**config.mk**
```make
export PLATFORM = sky130hd
export DESIGN_NAME = sched_update_top
export DESIGN_NICKNAME = d
export VERILOG_FILES = /design/src/rtl/sched_pkg.sv /design/src/rtl/sched_ctrl.sv /design/src/rtl/sched_datapath.sv /design/src/rtl/sched_update_top.sv
export SDC_FILE = /design/constraint.sdc
export NUM_CORES = 1
export LEC_CHECK = 0
export BUFFER_PORTS_ARGS = -buffer_cell sky130_fd_sc_hd__buf_2
export CORE_UTILIZATION = 30
export CTS_CLUSTER_SIZE = 20
export DETAILED_ROUTE_END_ITERATION = 8
export GPL_ROUTABILITY_DRIVEN = 0
export PLACE_DENSITY = 0.47
export SYNTH_ARGS = -nofsm -noshare
export SYNTH_HDL_FRONTEND = slang
export SYNTH_SLANG_ARGS = --single-unit
```
**constraint.sdc**
```tcl
create_clock -name clk -period 11.9 [get_ports clk]
set_input_delay 1.785 -clock clk [delete_from_list [all_inputs] [get_ports clk]]
set_output_delay 1.785 -clock clk [all_outputs]
set_load 0.01 [all_outputs]
```
**src/rtl/sched_pkg.sv**
```systemverilog
package sched_pkg;
  localparam int WORD_W = 32;
  localparam int LANES = 4;
  localparam int VEC_W = WORD_W * LANES;
  localparam int HALF = LANES / 2;

  typedef logic [WORD_W-1:0] word_t;
  typedef logic [VEC_W-1:0] vec_t;

  typedef struct packed {
    logic capture;
    logic useSigma1;
  } ctrl_t;

  function automatic word_t rotr(input word_t x, input int n);
    return (x >> n) | (x << (WORD_W - n));
  endfunction

  function automatic word_t smallSig0(input word_t x);
    return rotr(x, 7) ^ rotr(x, 18) ^ (x >> 3);
  endfunction

  function automatic word_t smallSig1(input word_t x);
    return rotr(x, 17) ^ rotr(x, 19) ^ (x >> 10);
  endfunction
endpackage

```
**src/rtl/sched_ctrl.sv**
```systemverilog
module sched_ctrl
  import sched_pkg::*;
(
  input  logic  clk,
  input  logic  rst,
  input  logic  inValid,
  input  logic  opSel,
  output ctrl_t ctrl,
  output logic  outValid
);
  always_comb begin
    ctrl.capture   = inValid;
    ctrl.useSigma1 = opSel;
  end

  always_ff @(posedge clk) begin
    if (rst) outValid <= 1'b0;
    else     outValid <= inValid;
  end
endmodule

```
**src/rtl/sched_datapath.sv**
```systemverilog
module sched_datapath
  import sched_pkg::*;
(
  input  logic  clk,
  input  logic  rst,
  input  ctrl_t ctrl,
  input  vec_t  opA,
  input  vec_t  opB,
  input  vec_t  opC,
  output vec_t  result
);
  vec_t winS0;
  vec_t winS1;
  logic [LANES-1:0][WORD_W-1:0] laneS0;
  logic [LANES-1:0][WORD_W-1:0] laneS1;

  assign winS0 = {opB[WORD_W-1:0], opA[VEC_W-1:WORD_W]};
  assign winS1 = {opC[WORD_W-1:0], opB[VEC_W-1:WORD_W]};

  for (genvar g = 0; g < LANES; g++) begin : gLaneS0
    assign laneS0[g] = smallSig0(winS0[g*WORD_W +: WORD_W]) + opA[g*WORD_W +: WORD_W];
  end

  for (genvar g = 0; g < LANES; g++) begin : gLaneS1
    if (g < HALF) begin : gLow
      assign laneS1[g] = smallSig1(opC[(g+HALF)*WORD_W +: WORD_W])
                       + opA[g*WORD_W +: WORD_W] + winS1[g*WORD_W +: WORD_W];
    end else begin : gHigh
      assign laneS1[g] = smallSig1(laneS1[g-HALF])
                       + opA[g*WORD_W +: WORD_W] + winS1[g*WORD_W +: WORD_W];
    end
  end

  always_ff @(posedge clk) begin
    if (rst)               result <= '0;
    else if (ctrl.capture) result <= ctrl.useSigma1 ? vec_t'(laneS1) : vec_t'(laneS0);
  end
endmodule

```
**src/rtl/sched_update_top.sv**
```systemverilog
module sched_update_top
  import sched_pkg::*;
(
  input  logic         clk,
  input  logic         rst,
  input  logic         inValid,
  input  logic         opSel,
  input  logic [127:0] opA,
  input  logic [127:0] opB,
  input  logic [127:0] opC,
  output logic         outValid,
  output logic [127:0] result
);
  ctrl_t ctrl;

  sched_ctrl uCtrl (
    .clk(clk), .rst(rst), .inValid(inValid), .opSel(opSel),
    .ctrl(ctrl), .outValid(outValid)
  );

  sched_datapath uDp (
    .clk(clk), .rst(rst), .ctrl(ctrl),
    .opA(opA), .opB(opB), .opC(opC), .result(result)
  );
endmodule

```
# Yosys cells after proc, flatten, opt, wreduce, memory -nomap -nowiden
# Cells that the tools add are included.
[classes]
add_sub_neg = 12
muxes = 1
bitwise = 32
[ops]
columns = ["cell", "count"]
rows = [
  ["$add 32x32->32", 12],
  ["$xor 32x32->32", 8],
  ["$mux 128", 1],
  ["$or 13x32->32", 4],
  ["$or 14x32->32", 4],
  ["$or 15x32->32", 4],
  ["$or 25x32->32", 4],
  ["$xor 32x22->32", 4],
  ["$xor 32x29->32", 4],
]
[word_totals]
regBits = 129
elab_cells = 47
output_inout_bits = 129
in_bits = 388

# Depth between registers and ports, before layout
# Gate-level depths: netlist of run 1.
[depth]
ltp_word = 11
ltp_mapped = 28
ltp_nobuf = 28

# Cells and area by module
# A second synthesis of run 1 with hierarchy kept.
[unflattened]
cells_unflattened = 2983
area_unflattened_um2 = 24329.6
[modules_own_cells]
columns = ["mod", "area_each_um2", "seq_area_each_um2", "n_inst", "cells_per_inst"]
rows = [
  ["sched_datapath", 24280.8, 2562.5, 1, 2979],
  ["sched_ctrl", 48.8, 20.0, 1, 4],
]

# Worst setup path before layout of run 1
# OpenSTA, ideal clock, no wires.
[synth_timing]
path_type = "input-to-reg"
from = "in opC[82]"
to = "reg uDp.result[95]"
arrival_ns = 7.705
stages = 26
setup_time_ns = 0.103
slack_ns = 4.091
required_ns = 11.797
cell_sequence = "xnor2_1 > xnor2_1 > fa_1 > ha_1 > fa_1 > a21oi_1 > o211ai_1 > a31oi_1 > o22ai_1 > a2111oi_1 > o21bai_1 > a21oi_1 > xnor2_1 > xnor2_1 > fa_1 > inv_1 > ha_1 > and3_1 > and2_1 > a22oi_1 > o211ai_1 > a211oi_1 > a211o_1 > o21ai_0 > xnor2_1 > a2111oi_2"
[synth_between]
elab_chain_len = 11
elab_cells_between_ends = 13
cone_classes = "4 x add/sub; 1 x mux; 8 x bitwise"
[synth_rtl]
columns = ["item", "line_no", "rtl"]
rows = [
  ["from (decl)", "sched_update_top.sv:10", "input logic [127:0] opC,"],
  ["$or 15x32->32 / $or 13x32->32 (equally long branches)", "sched_pkg.sv:16", "return (x >> n) | (x << (WORD_W - n));"],
  ["$xor 32x32->32", "sched_pkg.sv:24", "return rotr(x, 17) ^ rotr(x, 19) ^ (x >> 10);"],
  ["$xor 32x22->32 (*)", "sched_pkg.sv:24", ""],
  ["$add 32x32->32 (*) (2 in series)", "sched_datapath.sv:27", "+ opA[g*WORD_W +: WORD_W] + winS1[g*WORD_W +: WORD_W];"],
  ["$or 15x32->32 / $or 13x32->32 (equally long branches)", "sched_pkg.sv:16", ""],
  ["$xor 32x32->32", "sched_pkg.sv:24", ""],
  ["$xor 32x22->32 (*)", "sched_pkg.sv:24", ""],
  ["$add 32x32->32 (*) (2 in series)", "sched_datapath.sv:30", "+ opA[g*WORD_W +: WORD_W] + winS1[g*WORD_W +: WORD_W];"],
  ["$mux 128 (*)", "sched_datapath.sv:36", "else if (ctrl.capture) result <= ctrl.useSigma1 ? vec_t'(laneS1) : vec_t'(laneS0);"],
  ["to (signal assigned)", "sched_datapath.sv:36", ""],
  ["to (decl)", "sched_datapath.sv:10", "output vec_t result"],
]
# Every way passes the cells marked *; elsewhere a longest branch is shown, timed or not.
# A chain may end at the register's enable or synchronous reset.

# Final worst setup path of run 1
[layout_timing]
from = "in opC[75]"
to = "reg uDp.result[95]"
[layout_between]
elab_chain_len = 11
elab_cells_between_ends = 13
cone_classes = "4 x add/sub; 1 x mux; 8 x bitwise"
[layout_rtl]
columns = ["item", "line_no"]
rows = [
  ["$or 13x32->32 / $or 15x32->32 (equally long branches)", "sched_pkg.sv:16"],
  ["$xor 32x32->32", "sched_pkg.sv:24"],
  ["$xor 32x22->32 (*)", "sched_pkg.sv:24"],
  ["$add 32x32->32 (*) (2 in series)", "sched_datapath.sv:27"],
  ["$or 13x32->32 / $or 15x32->32 (equally long branches)", "sched_pkg.sv:16"],
  ["$xor 32x32->32", "sched_pkg.sv:24"],
  ["$xor 32x22->32 (*)", "sched_pkg.sv:24"],
  ["$add 32x32->32 (*) (2 in series)", "sched_datapath.sv:30"],
  ["$mux 128 (*)", "sched_datapath.sv:36"],
]
# Marked as above.

==> results.toml, run 1 <==
[outcome]
status = "finished clean"

[clocking]
cts_tree = "built"
clk_latency_ns = 0.48
cts_root_buffer = "clkbuf_16"
cts.sinks = 129
htree_levels = 4
clk_path_buf_depth = 2
cts_buffers = 17
cts.clk_slew.worst_paths_ns = 0.07
ctsResizeCount = 0
post_cts_buffers = 0
hold_buffers = 0

[logic_synthesis]
yosys.area.top_type = "xnor2_1"
synthTopCellsByCount = "512 x xnor2_1, 478 x inv_1, 264 x nor2_1"
ys_types = 95
avgSynthCellArea_um2 = 7.79
synthCells = 3305
async_flop_share_pct = 0
yosysWarnings = 0
synth.most_common_cell = "xnor2_1"
yosysSeqAreaShare_pct = 10.0
synth_nets = 4069
synth_area_leaders = "xnor2_1 17%, ha_1 12%, fa_1 10%"
synth_edf_count = 0
ys_ff_latch = 129
synth_top_area_share_pct = 17.4
synthFlopType = "dfxtp_1"
netlist_area_um2 = 25700

[sta]
relSlewSlack_pct = 22.6
drv_slew = 0
post-route-period-util_pct = 76.7
rsz0062_at_grt = "false"
hold_violations = 0
fmax_mhz = 110
period_minus_slack_ns = 9.13
final.setup.tns_ns = 0
setup_viol_count_final = 0
worst_pin_slew_ns = 1.15
fin_worst_skew_ns = 0

[finish]
finalNetCount = 4507
finish.utilization_pct = 35.3
layout.cells.non_filler = 4901
drive_gt1_share_pct = 15.6
final_cell_area_um2 = 30000
syn_to_final_growth_pct = 16.7

[place]
dp_hpwl_um = 97800
dp_cells = 4868
numPortBuffers = 484
post_dp_cell_area_um2 = 29400

[setup_path]
cpMostUsedCell = "xnor2_1"
cp_data_required_time_ns = 12.29
crit_type = "in2reg"
critPathMaxStageDelay_ns = 0.56
crit_path_max_fanout = 6
critPathLaunchType = "primary input"
timing.rr.start = "uDp.result[92]$_SDFFE_PP0P_"
crit_slowest_cell = "fa_1"
crit_start = "opC[75]"
crit_arrival_ns = 9.52
crit_path_end_kind = "register"

[floorplan]
die_height_um = 295
num_rows = 107
dieArea_um2 = 86900
start_util_pct = 30.3
io_pins = 517
die_w_um = 295
core_area_um2 = 85000

[routing]
avgViaCountPerCell = 5.16
drc_errors = 0
wirelength_um = 116000
num_vias = 25304
ant_nets = 0
drt-initial-drc-count = 1886
wl_per_cell_um = 23.8
drt-pass1-iter-count = 5

[grt]
grt_pass1_wl_um = 166000
grt_max_degree = 83
gr-total-overflow = 0
grt_pass1_vias = 24150
grt_util_all_layers_pct = 26.5
antenna_found_initial = 10

[flow_run]
cap_violations = 0

[min_path]
hp-start = "uDp.result[117]$_SDFFE_PP0P_"
holdCritPathClass = "reg2reg"
state kept, by name (all words and copies together), names as in the netlist:
| signal | cells |
|---|---|
| uDp.result | 128 |
| uCtrl.outValid | 1 |
worst max-delay path: cells and delay by family:
family	cells	cell delay [ns]
AO/OA/AOI/OAI	15	4.08
adder cells (fa/ha/maj)	5	2.14
XOR/XNOR	5	1.33
buffers and inverters	2	0.18
path summary, 6_finish.rpt:
kind / endpoint / cells after the start / slack (ns)
min: uDp.result[117]$_SDFFE_PP0P_ / 1 / 0.47
max: uDp.result[95]$_SDFFE_PP0P_ / 27 / 2.77
min reg2reg: uDp.result[117]$_SDFFE_PP0P_ / 1 / 0.47
max reg2reg: uDp.result[92]$_SDFFE_PP0P_ / 4 / 10.85
cells in the final DEF (no fill, tap or decap), types with 12 or more instances in the layout:
master | netlist | layout
o211ai_1 | 43 | 43
inv_1 | 478 | 477
a2111oi_0 | 16 | 16
o21ai_0 | 139 | 139
dfxtp_1 | 129 | 129
nand3_1 | 44 | 44
nor3_1 | 71 | 71
nand2_1 | 144 | 144
clkbuf_16 | 0 | 17
buf_4 | 0 | 18
nand2b_1 | 22 | 22
and2_1 | 18 | 18
buf_2 | 3 | 481
xnor2_1 | 512 | 512
a31oi_1 | 24 | 24
o21a_1 | 27 | 27
nor2b_1 | 12 | 12
a21oi_1 | 207 | 207
and3_1 | 29 | 29
a211oi_1 | 91 | 91
a221oi_1 | 12 | 12
xor2_1 | 140 | 140
nor2_1 | 264 | 263
nand4_1 | 18 | 18
a21o_1 | 98 | 98
fa_1 | 132 | 132
a211o_1 | 15 | 15
mux2i_1 | 36 | 36
o21bai_1 | 28 | 28
ha_1 | 244 | 244
logic make-up after synthesis:
family	synth area share, %
compound gates	23.0
xor+xnor	22.5
fa+ha+maj	22.1
buf+inv	8.19
flops	10.0
mux	1.53
simple gates	12.6
area by class of cell:
type,instances,area (um^2)
multi-input combinational,2616,21100
clock buffer,19,443
tap,1144,1430
clock inverter,12,159
inverter,478,1790
sequential,129,2580
antenna,2,5.00
timing repair buffer,501,2560
fill,9228,55000
metrics by stage:
stage                     worst slack (ns)  hold slack (ns)
after floorplan                       4.09            0.486
after global placement                2.43            0.436
after detailed placement              2.38            0.448
after CTS                             2.90            0.465
after global routing                  2.20            0.492
final                                 2.77            0.467
metal layers:
metal	GRT usage, %	up-vias	routed length (um)
met3	4.41	104	7960
met4	6.35	10	2320
li1	-	12228	-
met1	36.6	12100	53500
met5	0	-	76
met2	42.5	862	52600
Power of run 1 is not shown: default switching activity piles up to over one toggle a cycle in this logic, so the estimate is an artifact.
==> run 2, diff against run 1 <==
clock period = 8.8 ns   (was 11.9 ns; I/O delays follow)
==> results.toml, run 2 (same netlist as run 1, synthesis figures left out) <==
[setup_path]
cp_data_required_time_ns = 9.20
timing.rr.start = "uDp.result[92]$_SDFFE_PP0P_"
critPathMaxStageDelay_ns = 0.53
crit_arrival_ns = 8.65
worstReg2RegEnd = "uDp.result[92]$_SDFFE_PP0P_"
ff2ff_setup_slack_ns = 7.80
path_delay_family = "compound AO/OA/AOI/OAI gates"
crit_type = "in2reg"
crit_slowest_cell = "fa_1"
cpMostUsedCell = "xnor2_1"
critPathLaunchType = "primary input"
critPathBufInv = 2
crit_path_end_kind = "register"
reg2reg_depth = 4
crit_path_max_fanout = 6

[clocking]
hold_buffers = 0
cts.clk_slew.worst_paths_ns = 0.07
cts_tree = "built"
htree_levels = 4
post_cts_buffers = 0
cts.sinks = 129
clk_latency_ns = 0.49
ctsResizeCount = 0
cts_root_buffer = "clkbuf_16"
cts_buffers = 17
clk_path_buf_depth = 2

[min_path]
whs_endpoint = "uDp.result[117]$_SDFFE_PP0P_"
hp-start = "uDp.result[117]$_SDFFE_PP0P_"
holdCritPathClass = "reg2reg"
holdPathStages = 1

[sta]
fmax_mhz = 121
fin_worst_skew_ns = 0
setup_viol_count_final = 0
worst_pin_slew_ns = 1.08
post-route-period-util_pct = 93.8
fin_hold_ws_ns = 0.446
drv_slew = 0
final.setup.tns_ns = 0
relSlewSlack_pct = 28.0
rsz0062_at_grt = "false"
period_minus_slack_ns = 8.26
hold_violations = 0

[routing]
num_vias = 25231
wirelength_um = 117000
avgViaCountPerCell = 5.10
drt-initial-drc-count = 2043
drt-pass1-iter-count = 6
wl_per_cell_um = 23.6
ant_nets = 0
drc_errors = 0

[floorplan]
num_rows = 107
dieArea_um2 = 86900
start_util_pct = 30.3
core_area_um2 = 85000
die_w_um = 295
die_height_um = 295
io_pins = 517

[finish]
largest_register_ffs = 128
final_common_cell = "xnor2_1"
multiInputGateArea_um2 = 21100
drive_gt1_share_pct = 16.6
top_register = "uDp.result"
final_cell_mix = "512 x xnor2_1, 481 x buf_2, 477 x inv_1"
syn_to_final_growth_pct = 17.8
n_fill_cell = 9197
seqCellArea_um2 = 2580
finalNetCount = 4548
reg_top3 = "uDp.result (128), uCtrl.outValid (1)"

[place]
dp_hpwl_um = 98500
numPortBuffers = 484

[grt]
grt_pass1_vias = 24138
antenna_found_initial = 4
gr-total-overflow = 0
grt_pass1_wl_um = 165000
grt_util_all_layers_pct = 26.4
grt_max_degree = 86

[flow_run]
cap_violations = 0

[outcome]
status = "finished clean"
## run 2: changes by cell type in the layout (fill, tap and decap cells not counted)
| cell | previous run | this run |
|---|---|---|
| diode_2 | 2 | 3 |
| inv_6 | 2 | 5 |
| clkinv_2 | 2 | 1 |
| buf_4 | 18 | 59 |
| clkbuf_8 | 1 | 0 |
| bufinv_16 | 3 | 2 |
| clkinvlp_4 | 2 | 5 |
| clkinv_4 | 3 | 1 |
## run 2: area by class of cell
type	count	area share (%)
repair buffers	542	9.47
diodes	3	0.0248
multi-input cells	2616	69.4
well taps	1144	4.72
flip-flops and latches	129	8.52
clock buffers	18	1.42
inverters	478	5.92
clock inverters	14	0.512
## run 2: stage by stage
step                      utilization [%]  worst slack [ns]  instance area (um^2)  cells
after CTS                            35.7             0.704                 30300   4941
final                                35.7             0.542                 30300   4944
after detailed placement             35.0             0.206                 29700   4909
after floorplan                         -              1.46                 25700   3305
after global routing                 35.7             0.110                 30300   4941
after global placement               35.0             0.193                 29700   4909
## run 2: how the worst max path moves through the flow
stage / slack, ns / end / start / depth (start not counted)
final: 0.54 / uDp.result[95]$_SDFFE_PP0P_ / opC[75] / 27
after global routing: 0.11 / uDp.result[95]$_SDFFE_PP0P_ / opC[75] / 27
after CTS: 0.70 / uDp.result[95]$_SDFFE_PP0P_ / opC[75] / 27
after detailed placement: 0.21 / uDp.result[95]$_SDFFE_PP0P_ / opC[75] / 27
after global placement: 0.19 / uDp.result[95]$_SDFFE_PP0P_ / opC[75] / 27
after floorplan: 1.46 / uDp.result[95]$_SDFFE_PP0P_ / opC[82] / 26
## run 2: routing by layer
layer / GRT usage, % / part of all wire (%) / wire, um
met1: 36.8 / 46 / 53800
met2: 42.2 / 45 / 52400
met3: 4.35 / 6.9 / 8000
met4: 6.39 / 2.1 / 2450
met5: 0 / 0.010 / 12
Power of run 2 is left out for the same reason.
==> run 3, diff against run 2 <==
RECOVER_POWER = 25   (was unset)
==> results.toml, run 3 (same netlist as run 1, synthesis figures left out) <==
[clocking]
cts_buffers = 17
cts.sinks = 129
cts_root_buffer = "clkbuf_16"
post_cts_buffers = 0
cts.clk_slew.worst_paths_ns = 0.07
hold_buffers = 0
clk_path_buf_depth = 2
cts_tree = "built"
clk_latency_ns = 0.49
ctsResizeCount = 0
htree_levels = 4

[floorplan]
dieArea_um2 = 86900
num_rows = 107
die_w_um = 295
start_util_pct = 30.3
io_pins = 517
die_height_um = 295
core_area_um2 = 85000

[routing]
num_vias = 25378
drt-initial-drc-count = 1992
drt-pass1-iter-count = 6
wl_per_cell_um = 23.7
avgViaCountPerCell = 5.14
wirelength_um = 117000
ant_nets = 0
drc_errors = 0

[setup_path]
crit_path_max_fanout = 6
crit_start = "opC[75]"
crit_path_end_kind = "register"
path_delay_family = "compound AO/OA/AOI/OAI gates"
critPathLaunchType = "primary input"
timing.rr.start = "uDp.result[92]$_SDFFE_PP0P_"
cp_data_required_time_ns = 9.20
critPathMaxStageDelay_ns = 0.53
crit_arrival_ns = 8.67
critPathBufInv = 2
crit_slowest_cell = "fa_1"
crit_type = "in2reg"
cpMostUsedCell = "xnor2_1"

[grt]
grt_max_degree = 86
grt_pass1_vias = 24138
grt_util_all_layers_pct = 26.4
antenna_found_initial = 4
gr-total-overflow = 0
grt_pass1_wl_um = 165000

[finish]
top_register = "uDp.result"
final_cell_area_um2 = 30200
syn_to_final_growth_pct = 17.5
seqCellArea_um2 = 2580
largest_register_ffs = 128
final_common_cell = "xnor2_1"
drive_gt1_share_pct = 14.9
final_cell_mix = "512 x xnor2_1, 477 x inv_1, 417 x buf_2"
finalNetCount = 4548
reg_top3 = "uDp.result (128), uCtrl.outValid (1)"
n_fill_cell = 9227
multiInputGateArea_um2 = 21100

[place]
dp_hpwl_um = 98500
post_dp_cell_area_um2 = 29700
numPortBuffers = 484
pre_cts_slack_ns = 0.206

[sta]
hold_violations = 0
post-route-period-util_pct = 94.1
setup_viol_count_final = 0
fin_worst_skew_ns = 0
period_minus_slack_ns = 8.28
final.setup.tns_ns = 0
drv_slew = 0
worst_pin_slew_ns = 1.07
rsz0062_at_grt = "false"
worst_slack_ns = 0.523
relSlewSlack_pct = 29.0
fmax_mhz = 121

[outcome]
status = "finished clean"

[min_path]
holdCritPathClass = "reg2reg"
hp-start = "uDp.result[117]$_SDFFE_PP0P_"

[flow_run]
cap_violations = 0
==> run 3: cell count changes in the layout (fill, tap and decap cells not counted) <==
cell,change
buf_2,-64
diode_2,-2
clkbuf_1,+64
==> run 3: worst reg2reg max path: stages (launching register included) <==
cell,delay (ns)
dfxtp_1,0.34
nor2_1,0.04
a311oi_1,0.23
o21ai_0,0.13
nor3_1,0.18
==> run 3: metal layers <==
metal	global-route usage [%]	wire length (um)
met5	0	12
met4	6.39	2590
met3	4.35	8000
met2	42.2	52300
met1	36.8	54000
==> run 3: metrics by stage <==
stage                     hold slack (ns)  std cells  util [%]
after floorplan                     0.486       3305         -
after global placement              0.430       4909      35.0
after detailed placement            0.434       4909      35.0
after CTS                           0.448       4941      35.7
after global routing                0.488       4941      35.6
final                               0.452       4942      35.6
==> run 3: final cells by class <==
type	count	area share, %
clock inverters	14	0.513
inverters	478	5.93
well taps	1144	4.73
flip-flops and latches	129	8.54
multi-input cells	2616	69.6
clock buffers	18	1.42
diodes	1	0.00828
repair buffers	542	9.24
==> run 3: path summary, 6_finish.rpt <==
path                                  endpoint  slack, ns  depth (start not counted)
setup / recovery   uDp.result[95]$_SDFFE_PP0P_       0.52                         27
hold / removal    uDp.result[117]$_SDFFE_PP0P_       0.45                          1
setup reg to reg   uDp.result[92]$_SDFFE_PP0P_       7.81                          4
hold reg to reg   uDp.result[117]$_SDFFE_PP0P_       0.45                          1
Power of run 3 is left out for the same reason.
